$ cat src/rtl/bl_pkg.sv
package bl_pkg;
  localparam int LANE_W    = 8;
  localparam int NUM_LANES = 2;
  localparam int BUS_W     = LANE_W * NUM_LANES;

  typedef enum logic [1:0] {ST_IDLE, ST_FIRST, ST_SECOND, ST_DONE} seq_state_t;

  // lane enables for one beat
  function automatic logic [NUM_LANES-1:0] beat_lanes(input logic is_word,
                                                      input logic odd,
                                                      input logic second);
    if (is_word && !odd) return 2'b11;
    if (second)          return 2'b01;
    return odd ? 2'b10 : 2'b01;
  endfunction

  // pick one lane of the bus
  function automatic logic [LANE_W-1:0] lane_pick(input logic [BUS_W-1:0] bus,
                                                  input logic hi);
    return hi ? bus[BUS_W-1 -: LANE_W] : bus[LANE_W-1:0];
  endfunction
endpackage

$ cat src/rtl/bl_lane_plan.sv
module bl_lane_plan
  import bl_pkg::*;
#(
  parameter int ADDR_W = 20
) (
  input  logic [ADDR_W-1:0]    addr,
  input  logic                 is_word,
  input  logic                 second,
  input  logic [BUS_W-1:0]     wdata,
  output logic [ADDR_W-2:0]    bus_addr,
  output logic [NUM_LANES-1:0] be,
  output logic [BUS_W-1:0]     bus_wdata,
  output logic                 split
);
  logic              odd;
  logic              full;
  logic [ADDR_W-1:0] beat_addr;
  logic [LANE_W-1:0] one_byte;

  assign odd       = addr[0];
  assign split     = is_word && odd;
  assign full      = is_word && !odd;
  assign beat_addr = second ? addr + ADDR_W'(1) : addr;  // wraps in ADDR_W bits
  assign bus_addr  = beat_addr[ADDR_W-1:1];
  assign be        = beat_lanes(is_word, odd, second);
  assign one_byte  = lane_pick(wdata, second);

  for (genvar i = 0; i < NUM_LANES; i++) begin : g_lane
    assign bus_wdata[i*LANE_W +: LANE_W] = !be[i] ? '0 :
                                           (full ? wdata[i*LANE_W +: LANE_W] : one_byte);
  end
endmodule

$ cat src/rtl/bl_read_gather.sv
module bl_read_gather
  import bl_pkg::*;
(
  input  logic             clk,
  input  logic             rst_n,
  input  logic             start,
  input  logic             capture,
  input  logic             is_word,
  input  logic             odd,
  input  logic             second,
  input  logic [BUS_W-1:0] bus_rdata,
  output logic [BUS_W-1:0] rd_data
);
  always_ff @(posedge clk) begin
    if (!rst_n || start) begin
      rd_data <= '0;
    end else if (capture) begin
      if (is_word && !odd)
        rd_data <= bus_rdata;
      else if (!is_word)
        rd_data <= {{LANE_W{1'b0}}, lane_pick(bus_rdata, odd)};
      else if (!second)
        rd_data[LANE_W-1:0] <= lane_pick(bus_rdata, 1'b1);
      else
        rd_data[BUS_W-1 -: LANE_W] <= lane_pick(bus_rdata, 1'b0);
    end
  end
endmodule

$ cat src/rtl/bytelane_access.sv
module bytelane_access
  import bl_pkg::*;
#(
  parameter int ADDR_W = 20
) (
  input  logic                 clk,
  input  logic                 rst_n,
  input  logic                 req_valid,
  output logic                 req_ready,
  input  logic                 req_write,
  input  logic                 req_word,
  input  logic [ADDR_W-1:0]    req_addr,
  input  logic [BUS_W-1:0]     req_wdata,
  output logic                 done,
  output logic [BUS_W-1:0]     rd_data,
  output logic                 mem_req,
  output logic                 mem_we,
  output logic [ADDR_W-2:0]    mem_addr,
  output logic [NUM_LANES-1:0] mem_be,
  output logic [BUS_W-1:0]     mem_wdata,
  input  logic [BUS_W-1:0]     mem_rdata,
  input  logic                 mem_ready
);
  seq_state_t        state, state_nx;
  logic              q_write, q_word;
  logic [ADDR_W-1:0] q_addr;
  logic [BUS_W-1:0]  q_wdata;

  // named events
  logic accept_evt, beat_ack, in_second, split_req, last_beat;

  assign req_ready  = (state == ST_IDLE);
  assign accept_evt = req_valid && req_ready;
  assign mem_req    = (state == ST_FIRST) || (state == ST_SECOND);
  assign in_second  = (state == ST_SECOND);
  assign beat_ack   = mem_req && mem_ready;
  assign last_beat  = beat_ack && (in_second || !split_req);
  assign done       = (state == ST_DONE);
  assign mem_we     = q_write;

  always_comb begin
    state_nx = state;
    unique case (state)
      ST_IDLE:   if (accept_evt) state_nx = ST_FIRST;
      ST_FIRST:  if (beat_ack)   state_nx = split_req ? ST_SECOND : ST_DONE;
      ST_SECOND: if (beat_ack)   state_nx = ST_DONE;
      default:                   state_nx = ST_IDLE;
    endcase
  end

  always_ff @(posedge clk) begin
    if (!rst_n) begin
      state   <= ST_IDLE;
      q_write <= 1'b0;
      q_word  <= 1'b0;
      q_addr  <= '0;
      q_wdata <= '0;
    end else begin
      state <= state_nx;
      if (accept_evt) begin
        q_write <= req_write;
        q_word  <= req_word;
        q_addr  <= req_addr;
        q_wdata <= req_wdata;
      end
    end
  end

  bl_lane_plan #(.ADDR_W(ADDR_W)) u_plan (
    .addr      (q_addr),
    .is_word   (q_word),
    .second    (in_second),
    .wdata     (q_wdata),
    .bus_addr  (mem_addr),
    .be        (mem_be),
    .bus_wdata (mem_wdata),
    .split     (split_req)
  );

  bl_read_gather u_gather (
    .clk       (clk),
    .rst_n     (rst_n),
    .start     (accept_evt),
    .capture   (beat_ack && !q_write),
    .is_word   (q_word),
    .odd       (q_addr[0]),
    .second    (in_second),
    .bus_rdata (mem_rdata),
    .rd_data   (rd_data)
  );
endmodule

$ cat config.mk
export PLATFORM = sky130hd
export DESIGN_NAME = bytelane_access
export DESIGN_NICKNAME = d
export VERILOG_FILES = /design/src/rtl/bl_pkg.sv /design/src/rtl/bl_lane_plan.sv /design/src/rtl/bl_read_gather.sv /design/src/rtl/bytelane_access.sv
export SDC_FILE = /design/constraint.sdc
export NUM_CORES = 1
export LEC_CHECK = 0
export BUFFER_PORTS_ARGS = -buffer_cell sky130_fd_sc_hd__buf_2
export CAP_MARGIN = 20
export CORE_MARGIN = 10
export CORE_UTILIZATION = 33
export CTS_CLUSTER_SIZE = 12
export DETAILED_ROUTE_END_ITERATION = 12
export PLACE_DENSITY = 0.67
export REMOVE_ABC_BUFFERS = 1
export SETUP_SLACK_MARGIN = 0.4
export SKIP_LAST_GASP = 1
export SLEW_MARGIN = 10
export SYNTH_ARGS = -nofsm -noshare
export SYNTH_HDL_FRONTEND = slang
export SYNTH_HIERARCHICAL = 1
export SYNTH_SLANG_ARGS = --single-unit
$ cat constraint.sdc
create_clock -name clk -period 4.2 [get_ports clk]
set_clock_uncertainty 0.15 [all_clocks]
set_input_delay 0.84 -clock clk [delete_from_list [all_inputs] [get_ports clk]]
set_output_delay 0.84 -clock clk [all_outputs]
set_load 0.005 [all_outputs]
; ---- Yosys cells after proc, flatten, opt, wreduce, memory -nomap -nowiden
; Cells that the tools add are included.
; W data, S select, Z words.
[totals]
regBits = 56
latchBits = 0
ram_bits = 0
romBits = 0
input_bits = 58
out_inout_bits = 57
elab_cells = 54
mem_count = 0
[op_classes]
add_sub_neg = 1
multipliers = 0
div_mod_pow = 0
n_lt_le_gt_ge = 0
n_eq_ne = 8
n_shift = 0
mux = 24
bitwise = 0
n_reduce_logical = 14
[op_table]
columns = operator, count
row1 = $mux W8, 8
row2 = $mux W16, 2
row3 = $add A20 B1 Y20 const B, 1
row4 = $mux W20, 1
row5 = $mux W2, 8
row6 = $pmux W2 S3, 1
row7 = $logic_and A1 B1 Y1, 5
row8 = $eq A2 B2 Y1 const B, 2
row9 = $mux W1, 4
row10 = $ne A2 B2 Y1 const B, 2
row11 = $reduce_and A2 Y1, 2
row12 = $logic_not A1 Y1, 3
row13 = $ne A3 B1 Y1 const B, 1
row14 = $ne A3 B3 Y1 const B, 1
row15 = $reduce_and A3 Y1, 1
row16 = $eq A2 B1 Y1 const B, 1
row17 = $logic_not A2 Y1, 1
row18 = $logic_or A1 B1 Y1, 2
row19 = $ne A2 B1 Y1 const B, 1

; ---- Longest topological paths before layout
[depth]
depth_word = 7
mapped_depth = 9
ltp_nobuf = 7

; ---- Hierarchy
; Netlist, hierarchy kept.
[by_module_without_submodules]
columns = mod, instances, cells_per_inst, area_each_um2, seq_area_each_um2
row1 = bytelane_access, 1, 187, 1607.8, 800.8
row2 = bl_read_gather, 1, 88, 885.8, 320.3
row3 = bl_lane_plan, 1, 81, 588.1, 0.0

; ---- Worst setup path before layout
; No wires, ideal clock.
[synth_path]
kind = reg2out
from = register state[0]
to = output mem_addr[18]
arrival_ns = 1.576
t_required_ns = 3.210
path_slack_ns = 1.634
stages_incl_launch_ff = 8
path_buffers = 1
path_cell_list = dfxtp_1 > inv_1 > ha_1 > buf_2 > nand4_1 > nor3_1 > nand4_1 > xnor2_1
[synth_via]
elab_chain_cells = 2
[synth_lines]
columns = element, line
row1 = start: declaration, bytelane_access.sv:24  ; seq_state_t state, state_nx;
row2 = start signal: assignment, bytelane_access.sv:59  ; state <= state_nx;
row3 = $eq A2 B2 Y1, bytelane_access.sv:35  ; assign in_second = (state == ST_SECOND);
row4 = via in_second, bytelane_access.sv:30  ; logic accept_evt, beat_ack, in_second, split_req, last_beat;
row5 = $mux W20, bl_lane_plan.sv:23  ; assign beat_addr = second ? addr + ADDR_W'(1) : addr;
row6 = end: declaration, bytelane_access.sv:18  ; output logic [ADDR_W-2:0] mem_addr,
; The timed path passes the listed nets, and every way through them passes these cells.

; ---- Worst setup path after layout
[layout_path]
from = register state[0]
to = output mem_addr[16]
; Same word-level chain as after synthesis.

==> impl_results.md <==
* Status: finished, final reports clean
* First-pass DRT Iterations at 4
* Multi-input gate area at 1780 um^2
* Pint at 0.00104 W
* Register area share after synthesis at 36.4%
* CP arrival at 2.46 ns
* Max FO, Critical Path at 13
* Mapped Cells at 356
* Worst min-delay path category: flop to flop
* Static Leak at 1.65 nW
* Crit end category: primary output
* Die height at 117 um
* Power share of the sequential group at 41.9%
* Post-CTS Setup Bufs at 0
* TritonCTS buffer count at 5
* Switching share of power at 39.0%
* Vias at 2,843
* Critical Path Source Type: flop
* RSZ-0062 raised after global routing: no
* Residual DRC at 0
* Slew Viols, Final at 0
* Post-DP HPWL at 6750 um
* Hold depth at 2
* Vias in the first global route at 2,855
* PortBufs at 114
* Via density at 5.01
* Layout cells sized above 1 at 33.3%
* Total negative slack at 0 ns
* Initial antenna violation count at 0
* Routability Congestion at 0.771
* R2r endpoint: u_gather/rd_data[2]
* Starting Density at 33.7%
* Cell count of the worst reg-to-reg path at 6
* Largest net degree at the start of global routing at 45
* Full die area at 13,600 um^2
* Setup violations, final at 0
* Rows at 35
* Top sig layer: met4
* Hold slack at 0.306 ns
* All-Layer GR Usage at 12.4%
* First-pass GRT wire length at 13,800 um
* Worst endpoint required time at 3.21 ns
* Met2 Routed Length at 4060 um
* Io pins at 115
* Peak VDD IR at 199 uV
* Avg Inst Size Synth at 8.66 um^2
* Core region area at 9150 um^2
* Clock slew at reported path FFs at 0.09 ns
* Crit Path Class: flop to primary output
* Clk sinks at 56
* Post-CTS Hold Fix Bufs at 0
* Diodes inserted at 0
* Least-Margin Pin Slew at 0.791 ns
* Synth unique cells at 46
* Total power at 0.00171 W
* Post-Syn Area at 3080 um^2
* Period utilisation layout at 82.2%
* Antenna-violating nets left at 0
* Most common cell after layout, fill and taps aside: buf_2
* CTS tree: yes
* Warnings, synthesis at 6
* Die width at 117 um
* RR Startpoint: state[0]
* Number of synthesized register bits at 56
* Clock Root Buffer: clkbuf_8
* Hold path endpoint: u_gather/rd_data[15]
* Drt total wl at 8780 um
* Max Root-Sink Buffers at 2
* F_max at 290 MHz
* Number of flops mapped to enable cells by yosys at 0
* Layout Area Growth over Synthesis at 21.5%
* CP cell instances: inv_1, ha_1, nand4_1, nor3_1, nand3_1, xnor2_1, buf_2
* Filler cells at 947
* Crit path largest cell delay at 0.53 ns
* Post_cts resized at 0
* Final Hold Viols at 0
* Power density over cell area at 455 nW/um^2
* CP max stage cell: ha_1
* Most frequent cells in the layout: 114 x buf_2, 93 x nand2_1, 56 x dfxtp_1
* M1 WL at 3920 um
* # Max-Cap Violations at 0
* Grt ovf at 0
* Worst-Skew Late Latency at 0.30 ns
* Relative slew slack at 47.2%
* Async set-reset flop share out of synthesis at 0%
* Sw power at 0.000666 W
* Most used DFF post-synth: dfxtp_1
* Min Tclk post-route at 3.45 ns
* Final layout net count at 519
* Reg area at 1120 um^2
* Wire length on met3 at 674 um
* Register-to-Register Setup Slack at 2.07 ns
* Worst hold path startpoint: u_gather/rd_data[15]
* H-tree levels at 2
* Clk pwr share at 17.7%
* Gate power share at 40.4%
* DRT iter0 DRCs at 86
* Wire per inst at 15.5 um
-- cell usage after synthesis, types with 2 or more instances --
cell	n	area share, %
ha_1	6	2.4
mux2_2	9	3.3
mux2i_1	8	2.6
buf_6	6	2.2
a21boi_0	26	6.3
buf_1	2	0.24
xor2_1	4	1.1
o21ai_1	8	1.3
nor3_1	2	0.32
inv_1	4	0.49
a22o_1	16	4.5
nand4_1	14	2.8
nor2_1	7	0.85
xnor2_1	14	4.0
clkbuf_1	7	0.85
o21ai_0	2	0.32
nand2b_1	2	0.41
buf_2	7	1.1
dfxtp_1	56	36
a21boi_1	13	3.2
and2_1	2	0.41
nand2_1	93	11
nand3_1	5	0.81
nor2b_1	4	0.81
a211oi_2	8	3.2
a21oi_1	9	1.5
buf_4	3	0.73
-- cell families (layout without fill, tap and decap cells) --
| logic type | after synthesis | after routing | share of synthesized area, % |
|---|---|---|---|
| mux | 17 | 17 | 5.89 |
| buf+inv | 30 | 130 | 5.76 |
| fa+ha+maj | 6 | 6 | 2.44 |
| xor+xnor | 18 | 18 | 5.12 |
| compound gates | 86 | 86 | 21.5 |
| flops | 56 | 56 | 36.4 |
| simple gates | 143 | 143 | 22.9 |
-- critical path: cells and delay by family, from the launching register on --
family                   cells  cell delay [ns]
AND/OR/NAND/NOR              3             0.86
adder cells (fa/ha/maj)      1             0.53
buffers and inverters        2             0.25
XOR/XNOR                     1             0.17
flip-flops                   1             0.36
-- power groups by stage --
stage	combinational [W]	clock (W)	sequential (W)
floorplan	0.000426	0	0.000717
global placement	0.000688	0	0.000720
detailed placement	0.000701	0	0.000728
CTS	0.000704	0.000313	0.000714
global route	0.000780	0.000340	0.000728
finish	0.000689	0.000303	0.000714
-- registers in the layout, indices dropped and copies added, names as in the netlist --
name	flops
q_addr	20
mem_we	1
q_wdata	16
state	2
u_gather/rd_data	16
q_word	1
-- final cells by class --
type	count	area share (%)
Timing Repair Buffer	117	15.8
Multi-Input combinational cell	270	47.6
Clock buffer	8	2.41
Sequential cell	56	29.9
Inverter	5	0.501
Tap cell	111	3.71
-- through the flow --
| stage | std cells | area (um^2) | setup WS, ns | util [%] |
|---|---|---|---|---|
| floorplan | 331 | 2920 | 1.22 | - |
| finish | 567 | 3740 | 0.746 | 40.9 |
| CTS | 567 | 3740 | 0.707 | 40.9 |
| global route | 567 | 3740 | 0.522 | 40.9 |
| global placement | 559 | 3650 | 1.22 | 39.9 |
| detailed placement | 559 | 3650 | 1.04 | 39.9 |
-- metal layers --
metal	vias up	track usage, %
met5	-	0
met4	0	3.46
met3	8	3.85
met2	82	20.2
met1	1322	15.5
li1	1431	-
-- worst max path at each step --
stage                     startpoint           end  slack [ns]  cells past startpoint
after global routing        state[0]  mem_addr[18]        0.52                      7
after global placement      state[0]     mem_be[1]        1.22                      6
after CTS                   state[0]  mem_addr[16]        0.71                      7
final                       state[0]  mem_addr[16]        0.75                      7
after detailed placement    state[0]  mem_addr[16]        1.04                      7
after floorplan            q_addr[0]  mem_addr[15]        1.22                      5
No activity file was read; power rests on OpenSTA's default activity.
